$ cat src/rtl/rs_pkg.sv
package rs_pkg;

  typedef enum logic [2:0] {
    ST_IDLE    = 3'd0,
    ST_SCL_DN  = 3'd1,
    ST_SDA_UP  = 3'd2,
    ST_SCL_UP  = 3'd3,
    ST_BOTH_HI = 3'd4,
    ST_SDA_DN  = 3'd5
  } rs_state_e;

  localparam int FL_START = 0;
  localparam int FL_IRQ   = 1;
  localparam int FL_WCOL  = 2;
  localparam int FL_BCOL  = 3;
  localparam int NFLAG    = 4;

endpackage

$ cat src/rtl/rs_baud.sv
module rs_baud #(
  parameter int CW = 7
) (
  input  logic          clk,
  input  logic          rst_n,
  input  logic          load,
  input  logic          run,
  input  logic [CW-1:0] reload,
  output logic          tmo
);

  logic [CW-1:0] cnt_q, cnt_d;
  logic          cnt_en;

  always_comb begin
    cnt_d  = cnt_q;
    cnt_en = 1'b0;
    if (load) begin
      cnt_d  = reload;
      cnt_en = 1'b1;
    end else if (run && (cnt_q != '0)) begin
      cnt_d  = cnt_q - 1'b1;
      cnt_en = 1'b1;
    end
  end

  always_ff @(posedge clk or negedge rst_n) begin
    if (!rst_n)      cnt_q <= '0;
    else if (cnt_en) cnt_q <= cnt_d;
  end

  assign tmo = (cnt_q == '0);

endmodule

$ cat src/rtl/rs_pins.sv
module rs_pins (
  input  logic clk,
  input  logic rst_n,
  input  logic sda_in,
  input  logic scl_in,
  output logic start_seen
);

  logic sda_prev, scl_prev;

  always_ff @(posedge clk or negedge rst_n) begin
    if (!rst_n) begin
      sda_prev <= 1'b1;
      scl_prev <= 1'b1;
    end else begin
      sda_prev <= sda_in;
      scl_prev <= scl_in;
    end
  end

  assign start_seen = scl_in && scl_prev && sda_prev && !sda_in;

endmodule

$ cat src/rtl/rs_fsm.sv
module rs_fsm
  import rs_pkg::*;
(
  input  logic      clk,
  input  logic      rst_n,
  input  logic      req,
  input  logic      busy,
  input  logic      sda_in,
  input  logic      scl_in,
  input  logic      tmo,
  output rs_state_e state,
  output logic      sda_drv,
  output logic      scl_drv,
  output logic      cnt_load,
  output logic      cnt_run,
  output logic      accept,
  output logic      done,
  output logic      coll
);

  rs_state_e state_q, state_d;
  logic      hold_q, hold_d;

  always_comb begin
    state_d  = state_q;
    hold_d   = hold_q;
    sda_drv  = 1'b0;
    scl_drv  = 1'b0;
    cnt_load = 1'b0;
    cnt_run  = 1'b0;
    accept   = 1'b0;
    done     = 1'b0;
    coll     = 1'b0;
    unique case (state_q)
      ST_IDLE: begin
        sda_drv = hold_q;
        if (req && !busy) begin
          accept  = 1'b1;
          hold_d  = 1'b0;
          state_d = ST_SCL_DN;
        end
      end
      ST_SCL_DN: begin
        scl_drv = 1'b1;
        if (!scl_in) begin
          cnt_load = 1'b1;
          state_d  = ST_SDA_UP;
        end
      end
      ST_SDA_UP: begin
        scl_drv = 1'b1;
        cnt_run = 1'b1;
        if (tmo && sda_in) state_d = ST_SCL_UP;
      end
      ST_SCL_UP: begin
        if (scl_in) begin
          if (!sda_in) begin
            coll    = 1'b1;
            state_d = ST_IDLE;
          end else begin
            cnt_load = 1'b1;
            state_d  = ST_BOTH_HI;
          end
        end
      end
      ST_BOTH_HI: begin
        cnt_run = 1'b1;
        if (!scl_in) begin
          coll    = 1'b1;
          state_d = ST_IDLE;
        end else if (tmo) begin
          cnt_load = 1'b1;
          state_d  = ST_SDA_DN;
        end
      end
      ST_SDA_DN: begin
        sda_drv = 1'b1;
        cnt_run = 1'b1;
        if (tmo) begin
          done    = 1'b1;
          hold_d  = 1'b1;
          state_d = ST_IDLE;
        end
      end
      default: state_d = ST_IDLE;
    endcase
  end

  always_ff @(posedge clk or negedge rst_n) begin
    if (!rst_n) begin
      state_q <= ST_IDLE;
      hold_q  <= 1'b0;
    end else begin
      state_q <= state_d;
      hold_q  <= hold_d;
    end
  end

  assign state = state_q;

endmodule

$ cat src/rtl/rs_restart.sv
module rs_restart
  import rs_pkg::*;
#(
  parameter int CW   = 7,
  parameter int BW   = 8,
  parameter int CTLW = 5
) (
  input  logic            clk,
  input  logic            rst_n,
  input  logic            busy,
  input  logic            ctl_wr,
  input  logic [CTLW-1:0] ctl_wdata,
  output logic [CTLW-1:0] ctl_q,
  input  logic            buf_wr,
  input  logic [BW-1:0]   buf_wdata,
  output logic [BW-1:0]   buf_q,
  input  logic [CW-1:0]   reload,
  input  logic            sda_in,
  input  logic            scl_in,
  output logic            sda_oe,
  output logic            scl_oe,
  output logic            start_det,
  output logic            irq,
  output logic            wcol,
  output logic            bcol
);

  localparam int REQ = 0;

  logic [1:0]       rst_pipe;
  logic             rst_n_s;
  rs_state_e        state;
  logic             tmo, cnt_load, cnt_run;
  logic             accept, done, coll, start_seen;
  logic             seq_active;
  logic [CTLW-1:0]  ctl_d;
  logic             ctl_en;
  logic [BW-1:0]    buf_d;
  logic             buf_en;
  logic [NFLAG-1:0] f_set, f_q;

  always_ff @(posedge clk or negedge rst_n) begin
    if (!rst_n) rst_pipe <= '0;
    else        rst_pipe <= {rst_pipe[0], 1'b1};
  end
  assign rst_n_s = rst_pipe[1];

  rs_baud #(.CW(CW)) u_baud (
    .clk(clk), .rst_n(rst_n_s), .load(cnt_load), .run(cnt_run),
    .reload(reload), .tmo(tmo)
  );

  rs_pins u_pins (
    .clk(clk), .rst_n(rst_n_s), .sda_in(sda_in), .scl_in(scl_in),
    .start_seen(start_seen)
  );

  rs_fsm u_fsm (
    .clk(clk), .rst_n(rst_n_s), .req(ctl_q[REQ]), .busy(busy),
    .sda_in(sda_in), .scl_in(scl_in), .tmo(tmo), .state(state),
    .sda_drv(sda_oe), .scl_drv(scl_oe), .cnt_load(cnt_load),
    .cnt_run(cnt_run), .accept(accept), .done(done), .coll(coll)
  );

  assign seq_active = ctl_q[REQ] || (state != ST_IDLE);

  always_comb begin
    ctl_d  = ctl_q;
    ctl_en = 1'b0;
    if (ctl_wr && !seq_active) begin
      ctl_d      = ctl_wdata;
      ctl_d[REQ] = ctl_wdata[REQ] && !busy;
      ctl_en     = 1'b1;
    end else if (done || coll) begin
      ctl_d[REQ] = 1'b0;
      ctl_en     = 1'b1;
    end
  end

  always_ff @(posedge clk or negedge rst_n_s) begin
    if (!rst_n_s)    ctl_q <= '0;
    else if (ctl_en) ctl_q <= ctl_d;
  end

  always_comb begin
    buf_d  = buf_wdata;
    buf_en = buf_wr && !seq_active;
  end

  always_ff @(posedge clk or negedge rst_n_s) begin
    if (!rst_n_s)    buf_q <= '0;
    else if (buf_en) buf_q <= buf_d;
  end

  always_comb begin
    f_set           = '0;
    f_set[FL_START] = start_seen;
    f_set[FL_IRQ]   = done;
    f_set[FL_WCOL]  = buf_wr && seq_active;
    f_set[FL_BCOL]  = coll;
  end

  for (genvar i = 0; i < NFLAG; i++) begin : g_flag
    always_ff @(posedge clk or negedge rst_n_s) begin
      if (!rst_n_s)      f_q[i] <= 1'b0;
      else if (f_set[i]) f_q[i] <= 1'b1;
      else if (accept)   f_q[i] <= 1'b0;
    end
  end

  assign start_det = f_q[FL_START];
  assign irq       = f_q[FL_IRQ];
  assign wcol      = f_q[FL_WCOL];
  assign bcol      = f_q[FL_BCOL];

endmodule

$ cat config.mk
export PLATFORM = sky130hd
export DESIGN_NAME = rs_restart
export DESIGN_NICKNAME = d
export VERILOG_FILES = /design/src/rtl/rs_pkg.sv /design/src/rtl/rs_baud.sv /design/src/rtl/rs_pins.sv /design/src/rtl/rs_fsm.sv /design/src/rtl/rs_restart.sv
export SDC_FILE = /design/constraint.sdc
export NUM_CORES = 1
export LEC_CHECK = 0
export BUFFER_PORTS_ARGS = -buffer_cell sky130_fd_sc_hd__buf_2
export CAP_MARGIN = 20
export CELL_PAD_IN_SITES_DETAIL_PLACEMENT = 0
export CELL_PAD_IN_SITES_GLOBAL_PLACEMENT = 1
export CORE_MARGIN = 4
export CORE_UTILIZATION = 37
export CTS_BUF_LIST = sky130_fd_sc_hd__clkbuf_4
export DETAILED_ROUTE_END_ITERATION = 10
export PLACE_DENSITY_LB_ADDON = 0.1
export SYNTH_ARGS = -nofsm -noshare
export SYNTH_HDL_FRONTEND = slang
export SYNTH_SLANG_ARGS = --single-unit
export TNS_END_PERCENT = 1
$ cat constraint.sdc
create_clock -name clk -period 1.1 [get_ports clk]
set_input_delay 0.22 -clock clk [delete_from_list [all_inputs] [get_ports clk]]
set_output_delay 0.22 -clock clk [all_outputs]
set_load 0.02 [all_outputs]
==> results.txt, run 1 <==
The TritonCTS buffer count is 5. The final layout contains routed wiring with a total length of 4.44 mm. Setup violations remaining at the end of the flow were counted as 31. The clock network fraction of total power is 9.8%. The net total in the final layout is 278. The post-synthesis sequential area ratio came out at a little under 50%. The worst setup path is launched from a register. The placement-stage worst setup slack came out at -0.654 ns. The cell count after synthesis is about 150. The insertion delay to the later sink of the worst-skew pair is between 0.3 and 0.4 ns. By area the synthesized netlist is led by sky130_fd_sc_hd__dfrtp_1 (46%), sky130_fd_sc_hd__mux2_1 (6.2%), sky130_fd_sc_hd__mux2_2 (3.4%). The pin count of the biggest net entering global routing came out at 19. After detailed routing, the number of remaining DRC violations is 0.

Among all cell types in the netlist, the one instantiated most often is sky130_fd_sc_hd__dfrtp_1. The routability congestion estimate came out at 0.928. The final HPWL from detailed placement is 3.33 mm. After clock tree synthesis, the clock-pin slew on the worst setup and hold paths is 0.10 ns.

The post-synthesis cell area is 1640 um2. The vias after detailed routing is roughly 1.5k. The number of instances on the worst hold path came out at 1.

The combinational fraction of design power is 61.2%. The net count after synthesis came out at 181. The share of synthesized registers carrying an async set or reset is 100%. Of the total power, the share spent switching nets is 40.3%.

Derived from the worst setup path, the maximum achievable clock frequency is between 0.5 and 0.6 GHz. 46 I/O pins were placed. The share of the clock period used by the worst path after layout is 154%. The number of antenna violations at the first check in global routing came to 0.

The master of the slowest instance on the critical path is sky130_fd_sc_hd__dfrtp_2. The clock tree buffer depth is 2. The area of the core came out at 4140 um2. The area of all sequential standard cells came out at 806 um2.

The average routed wire per standard cell is 14.8 um. The total of buffers placed on input and output ports came out at 45. VDD sags by at most 0.00124 V. The depth of the critical timing path with buffers and inverters included came out at 5. The kind of critical path is register to register. The die footprint is 5570 um2.

The checks that failed: negative setup slack. The pre-antenna-repair detailed-routing pass consisted of 4 iterations. The deepest level of the CTS H-tree is 2. Across the run, the number of max-cap violations was 0. The reported leakage power came out at 1.18 nW. The flow ran to the end, but the final reports show violations. The first-pass GRT wire length came out at 7.33 mm. The share of layout cells above drive strength 1 came out at 56.4%.

The all-layer global routing usage is ~17%. The setup clock skew after layout is 0.0119 ns. The repair_antennas step left the layout with diodes totalling 0. The number of antenna-violating nets in the routed design is 0. Broken down by cell family, the worst path's largest delay share belongs to multiplexers.

The critical path's largest stage delay is ~0.45 ns. TritonCTS built the clock tree. Among all flip-flop cells after synthesis, the most frequent one is sky130_fd_sc_hd__dfrtp_1. The iteration-0 DRC count of the detailed router came out at 53.

The initial utilization of the core area, before any placement, comes to 39.6%. The Yosys warning count came out at 0. The tree is rooted in a sky130_fd_sc_hd__clkbuf_4. The biggest area consumer among synthesized cells is sky130_fd_sc_hd__dfrtp_1. The worst reg-to-reg path cell count is 5. At the worst endpoint, the required time is ~1.3 ns. The synthesis-stage register bit count came out at 32.

Each instance of the synthesized netlist takes up on average roughly 11 um2. The largest fanout on the critical path came out at 4. The via-per-instance ratio is between 5 and 6.

The footprint of the multi-input gates is ~880 um2. Subtracting the final worst setup slack from the clock period gives 1.69 ns. The power per cell area came out at 2720 nW/um2.

The site row count came out at 23. Of the post-synthesis cell area, the dominant cell type holds between 40% and 50%. The global route total overflow is 0. The path class of the tightest hold or removal check is primary input to register. The relative area change from synthesis to final layout came out at 53.6%. For the final routed database, the setup TNS stands at -13.34 ns.

The number of endpoints with negative hold slack in the final report is 0. By count the netlist is led by sky130_fd_sc_hd__dfrtp_1 (30), sky130_fd_sc_hd__inv_1 (10), sky130_fd_sc_hd__mux2_1 (9), sky130_fd_sc_hd__nand2_1 (9), sky130_fd_sc_hd__nor2_1 (8). The data arrival time of the critical path is approximately 1.9 ns. The sum of buffers and inverters on the critical path came out at 1. The die extent in y is 74.6 um.

The power dissipated by switching net loads is 2.77 mW. In this run, flip-flops and latches consume between 20 and 30% of the power. The via count of the first global-routing pass is between 1.5k and 2k. Fill cells in the final layout number 370. The total count of max-transition violations in the final report came out at 0.

The worst setup path is captured at a register. Setup repair after global routing could not meet its margin everywhere. The die width is ~75 um.

The number of enable flip-flop cells after synthesis is 0. The design internal power came out at 4.10 mW. Traced cell by cell, the critical path runs through buf_4 > nor3b_4 > o211ai_1 > mux2_2 > mux2_4.

The number of sinks driven by the clock tree came out at 32. The worst setup slack after layout is -0.595 ns. The synthesized netlist contains 50 unique library cells.
-- placed cells by master, fill, tap and decap left out, types with 3 or more instances in the layout --
cell type and instances:
sky130_fd_sc_hd__a21oi_1 5, sky130_fd_sc_hd__clkbuf_4 6, sky130_fd_sc_hd__nor3_1 6, sky130_fd_sc_hd__dfrtp_1 28
sky130_fd_sc_hd__buf_2 42, sky130_fd_sc_hd__nand2_1 7, sky130_fd_sc_hd__nor2_1 7, sky130_fd_sc_hd__o21ai_0 3
sky130_fd_sc_hd__o211ai_1 4, sky130_fd_sc_hd__mux2_1 8, sky130_fd_sc_hd__inv_1 8, sky130_fd_sc_hd__buf_4 46
sky130_fd_sc_hd__buf_6 8, sky130_fd_sc_hd__mux2_2 5
-- power by group through the flow --
stage                     sequential [mW]  combinational (mW)  clock, mW
after floorplan                      2.38                1.71          0
after global routing                 2.04                4.51      0.744
final                                1.99                4.20      0.673
after CTS                            2.00                3.98      0.700
after detailed placement             2.02                3.46          0
after global placement               1.99                3.37          0
-- worst paths after layout --
check,slack [ns],end,start
setup reg to reg,-0.59,u_baud.cnt_q[4],u_fsm.state[0]
max in group asynchronous,0.68,u_pins.scl_prev,rst_pipe[1]
hold reg to reg,0.18,u_fsm.state[1],rst_pipe[1]
hold / removal,0.04,u_pins.scl_prev,scl_in
min in group asynchronous,0.18,u_fsm.state[1],rst_pipe[1]
setup / recovery,-0.59,u_baud.cnt_q[4],u_fsm.state[0]
-- layer usage --
layer | routed length, um | global-route usage [%] | up-vias
met5 | 0 | 0 | -
met4 | 116 | 6.32 | 0
met3 | 232 | 3.87 | 13
met2 | 2310 | 31.2 | 44
met1 | 1770 | 19.7 | 735
li1 | - | - | 745
-- layout make-up --
type	count	area share (%)
timing repair buffer	98	26.8
sequential	32	32.0
tap	50	2.48
multi-input combinational	102	35.0
inverter	10	1.49
clock buffer	6	1.79
clock inverter	2	0.447
-- registers in the layout, summed over array words and instances, names as in the netlist --
name / cells
bcol: 1
wcol: 1
rst_pipe: 2
u_fsm.state: 3
start_det: 1
u_baud.cnt_q: 7
u_pins.sda_prev: 1
ctl_q: 5
irq: 1
u_fsm.hold_q: 1
buf_q: 8
u_pins.scl_prev: 1
-- cells by family (layout without fill, tap and decap cells) --
| logic type | after synthesis | after routing | synth area share [%] |
|---|---|---|---|
| AND/OR/NAND/NOR | 49 | 49 | 17.5 |
| XOR/XNOR | 1 | 1 | 0.534 |
| multiplexers | 16 | 16 | 10.8 |
| other | 1 | 1 | 0.228 |
| buffers and inverters | 18 | 116 | 6.10 |
| AO/OA/AOI/OAI | 33 | 33 | 14.3 |
| flip-flops | 32 | 32 | 48.9 |
| adder cells (fa/ha/maj) | 2 | 2 | 1.52 |
-- what timing repair did --
action                                 CTS  global route
gates resized for setup                 29            12
cloned                                   0             0
pin swaps                                8             3
endpoints found under the hold margin    2             0
buffers inserted                         7             2
setup endpoints to repair               43            47
hold buffers                             1             0
-- metrics by stage --
stage               util (%)  hold WS [ns]  instances  total power, mW  instance area [um2]
floorplan                  -       -0.0756        152             4.08                 1680
global route            60.8        0.0222        300             7.30                 2520
finish                  60.8        0.0371        300             6.87                 2520
detailed placement      53.8       0.00609        282             5.49                 2230
global placement        53.8       0.00422        282             5.37                 2230
CTS                     59.0        0.0255        298             6.68                 2450
-- worst reg2reg max path: cells and delay by family, from the launching register on --
kind	cells	cell delay, ns
AND/OR/NAND/NOR	1	0.28
buffers and inverters	1	0.16
multiplexers	2	0.57
AO/OA/AOI/OAI	1	0.13
flip-flops	1	0.45
Note: power is estimated with default switching activity, not from simulation.
==> inputs of run 2 (changes only) <==
--- a/config.mk
+++ b/config.mk
@@ -5,12 +5,13 @@
 export SDC_FILE = /design/constraint.sdc
 export NUM_CORES = 1
 export LEC_CHECK = 0
+export ABC_AREA = 1
 export BUFFER_PORTS_ARGS = -buffer_cell sky130_fd_sc_hd__buf_2
 export CAP_MARGIN = 20
 export CELL_PAD_IN_SITES_DETAIL_PLACEMENT = 0
 export CELL_PAD_IN_SITES_GLOBAL_PLACEMENT = 1
 export CORE_MARGIN = 4
-export CORE_UTILIZATION = 37
+export CORE_UTILIZATION = 35
 export CTS_BUF_LIST = sky130_fd_sc_hd__clkbuf_4
 export DETAILED_ROUTE_END_ITERATION = 10
 export PLACE_DENSITY_LB_ADDON = 0.1
==> results.txt, run 2 <==
The total count of max-transition violations in the final report was 0. The endpoint identified for the worst register-to-register timing path is buf_q[2]. The setup TNS after final layout came out at -8.86 ns. The final reports fail on negative setup slack.

Summing every instance area after synthesis gives 1710 um2. Across all hold checks on the routed design, the worst slack comes to 0.0777 ns. The placement-stage worst setup slack came out at -0.386 ns.

Measured in cells, the most critical reg-to-reg path has a length of 7. The post-synthesis average cell area is 7.61 um2. The deepest level of the CTS H-tree came out at 2. The area of all sequential standard cells came out at 807 um2. The number of antenna violations at the first check in global routing came out at 0. The area share of the leading cell type in the synthesized netlist came out at 44.0%. The TritonCTS buffer count is 5. The die width is about 78 um. Of all cell types, the one taking the most synthesized area is sky130_fd_sc_hd__dfrtp_1. TritonCTS built the clock tree. Counting every instance in the synthesized netlist gives about 220. In this run the remaining antenna-violating nets after routing total 0. The global routing met3 resource utilization is 3.13%. The post-synthesis sequential area ratio is a little under half.

Summed over all layers, the global routing overflow is 0. The net total in the final layout is around 340. The minimum setup slack among reg-to-reg paths is -0.40 ns. The minimum clock period is 1.57 ns. Ranked by total cell area, the synthesized netlist is headed by sky130_fd_sc_hd__dfrtp_1 (44%), sky130_fd_sc_hd__nand2_1 (18%), sky130_fd_sc_hd__nand3_1 (6.7%). Pin placement for this block handled 46 I/O pins.

The critical path ends at sda_oe. The final HPWL from detailed placement is around 3.3 mm. The site row count is 25.

The final antenna diode count is 0. In this run the static leakage power is between 1 and 1.5 nW. The worst setup slack after layout is -0.471 ns. STA classifies the critical path endpoint as an output pin.

Measured on the finished design, the core utilization comes to 53.4%. The count of fill cells added during filler insertion came out at 489. The iteration-0 DRC count of the detailed router is 82. The DRC violation count after routing came out at 0. The largest fanout on the critical path is 5.

The clock tree buffer depth is 2. The Yosys warning count came out at 0. The final wirelength came out at 4.28 mm. Dividing the detail-routed via count by the number of cells gives ~4.5. STA classifies the critical path startpoint as a register. Setup repair after global routing could not meet its margin everywhere. Derived from the worst setup path, the maximum achievable clock frequency is ~0.64 GHz.

The layer flagged by global routing as most heavily used is met2. The register containing the most flip-flops in the final layout is buf_q. The most critical setup path has its startpoint at u_fsm.state[1].

The die covers 6050 um2. The clock input transition at the sequential cells of the worst setup and hold paths came out at 0.10 ns. The pin count of the biggest net entering global routing is 17. The number of library cell types mapped by synthesis is 26. The kind of critical path is register to output pin. Across the VDD grid, the largest voltage drop is 0.00122 V.

The vias after detailed routing is around 1.7k. The area of the core is 4720 um2. The via count of the first global-routing pass was 1695. The share of layout cells above drive strength 1 came out at 41.7%. The floorplan step set the die height to 77.8 um.

The number of endpoints with negative hold slack in the final report is 0. The commonest non-fill, non-tap cell in the layout is sky130_fd_sc_hd__nand2_1. The startpoint of the most critical register-to-register path is u_fsm.state[1].

The dominant register cell in the synthesized netlist is sky130_fd_sc_hd__dfrtp_1. The most frequently used cell type in the post-synthesis netlist is sky130_fd_sc_hd__nand2_1. The path class of the tightest hold or removal check is primary input to register. For met2 alone, demand over resource in global routing was a little over a quarter. The required time of the critical path came out at 0.88 ns. Ranked by instance count, the synthesized netlist is headed by sky130_fd_sc_hd__nand2_1 (81), sky130_fd_sc_hd__dfrtp_1 (30), sky130_fd_sc_hd__nand3_1 (23), sky130_fd_sc_hd__inv_1 (21), sky130_fd_sc_hd__nor2_1 (15). The total of buffers placed on input and output ports is 45. The flow ran to the end, but the final reports show violations.

The largest registers in the layout are buf_q (8), u_baud.cnt_q (7), ctl_q (5). The footprint of the multi-input gates is 888 um2. The power per cell area is 2910 nW/um2.

The number of sinks driven by the clock tree is 32. At the worst endpoint, the arrival time is 1.35 ns. The met1 track utilization from global routing came out at a little under a fifth. The all-layer global routing usage is 15.7%. The share of synthesized registers carrying an async set or reset is 100%. The average routed wire per standard cell is 11.2 um. For the final database, setup skew stands at 0.00757 ns. In this run, synthesis inferred 0 flip-flops with an integrated enable. The routability congestion estimate came out at 0.803. The total setup violations reported at the end of the flow is 37. The cell chosen for the clock root is sky130_fd_sc_hd__clkbuf_4. The initial standard-cell utilization of the core is between 30% and 40%. The first-pass GRT wire length is 7.56 mm. The detailed-routing iteration count for the pre-antenna-repair pass came out at 4. The synthesis-stage register bit count came out at 32. The net count after synthesis came out at 253. The number of violations of the max-capacitance limit came out at 0. The insertion delay to the later sink of the worst-skew pair came out at 0.33 ns.

The worst path uses 143% of the clock period. The area growth from synthesis to layout is 47.8%. The number of flip-flops under the largest register name came out at 8. The top cell types in the final layout, fill and taps aside, are sky130_fd_sc_hd__nand2_1 (76), sky130_fd_sc_hd__buf_2 (41), sky130_fd_sc_hd__buf_4 (37).
-- run 2: cell count changes after synthesis, moves of 8 or more --
| cell | delta |
|---|---|
| sky130_fd_sc_hd__o21ai_1 | +8 |
| sky130_fd_sc_hd__inv_1 | +11 |
| sky130_fd_sc_hd__nand2_1 | +72 |
| sky130_fd_sc_hd__mux2_1 | -9 |
| sky130_fd_sc_hd__nand3_1 | +20 |
-- run 2: power breakdown --
part / switching (mW) / internal (mW)
Combinational: 2.43 / 1.97
Sequential: 0.347 / 1.67
Clock: 0.417 / 0.501
-- run 2: kinds of logic (layout without fill, tap and decap cells) --
| logic type | after synthesis | after routing | share of synthesized area, % |
|---|---|---|---|
| AOI/OAI and AO/OA | 22 | 22 | 6.90 |
| and+or+nand+nor | 137 | 137 | 35.7 |
| xor gates and xnor gates | 3 | 3 | 1.54 |
| buffers and inverters | 27 | 117 | 7.12 |
| adders and majority gates | 2 | 2 | 1.47 |
| DFF | 32 | 32 | 47.1 |
| other | 1 | 1 | 0.220 |
-- run 2: metal layers --
metal | share of wire [%] | wire, um | up-vias
met4 | 1.2 | 51 | 0
met3 | 3.9 | 168 | 7
met5 | 0 | 0 | -
met2 | 49 | 2090 | 27
li1 | - | - | 899
met1 | 46 | 1970 | 772
-- run 2: worst min-delay path by stage --
| stage | from | to | slack [ns] | cells after the start |
|---|---|---|---|---|
| after floorplan | rst_n | rst_pipe[0] | -0.08 | 0 |
| final | buf_wdata[5] | buf_q[5] | 0.08 | 3 |
| after detailed placement | rst_n | rst_pipe[0] | 0.008 | 1 |
| after CTS | buf_wdata[5] | buf_q[5] | 0.06 | 3 |
| after global routing | buf_wdata[6] | buf_q[6] | 0.06 | 3 |
| after global placement | rst_n | rst_pipe[0] | 0.006 | 1 |
-- run 2: repair_timing --
| action | CTS | global route |
|---|---|---|
| hold endpoints to repair | 2 | 0 |
| hold buffers | 1 | 0 |
| pin swaps | 7 | 7 |
| gates resized for setup | 19 | 22 |
| endpoints found under the setup margin | 47 | 47 |
| setup buffers | 3 | 2 |
-- run 2: worst max-delay path: stages, from the launching register on --
cell and delay (ns):
sky130_fd_sc_hd__dfrtp_2 0.47, sky130_fd_sc_hd__nor2_4 0.14, sky130_fd_sc_hd__nand2_2 0.06, sky130_fd_sc_hd__buf_6 0.13, sky130_fd_sc_hd__o22ai_4 0.09, sky130_fd_sc_hd__buf_6 0.14
-- run 2: metrics by stage --
stage | instances | instance area [um2] | total power, mW
3_5_place_dp | 367 | 2260 | 5.87
3_3_place_gp | 367 | 2260 | 5.86
5_1_grt | 381 | 2520 | 8.03
2_1_floorplan | 224 | 1720 | 4.40
4_1_cts | 379 | 2430 | 7.13
6_report | 381 | 2520 | 7.34
-- run 2: final cells by class --
cell class / count / area share [%]
Clock buffer: 6 / 1.79
Clock inverter: 2 / 1.39
Inverter: 23 / 3.53
Multi-Input combinational cell: 165 / 35.3
Sequential cell: 32 / 32.0
Tap cell: 67 / 3.33
Timing Repair Buffer: 86 / 22.7
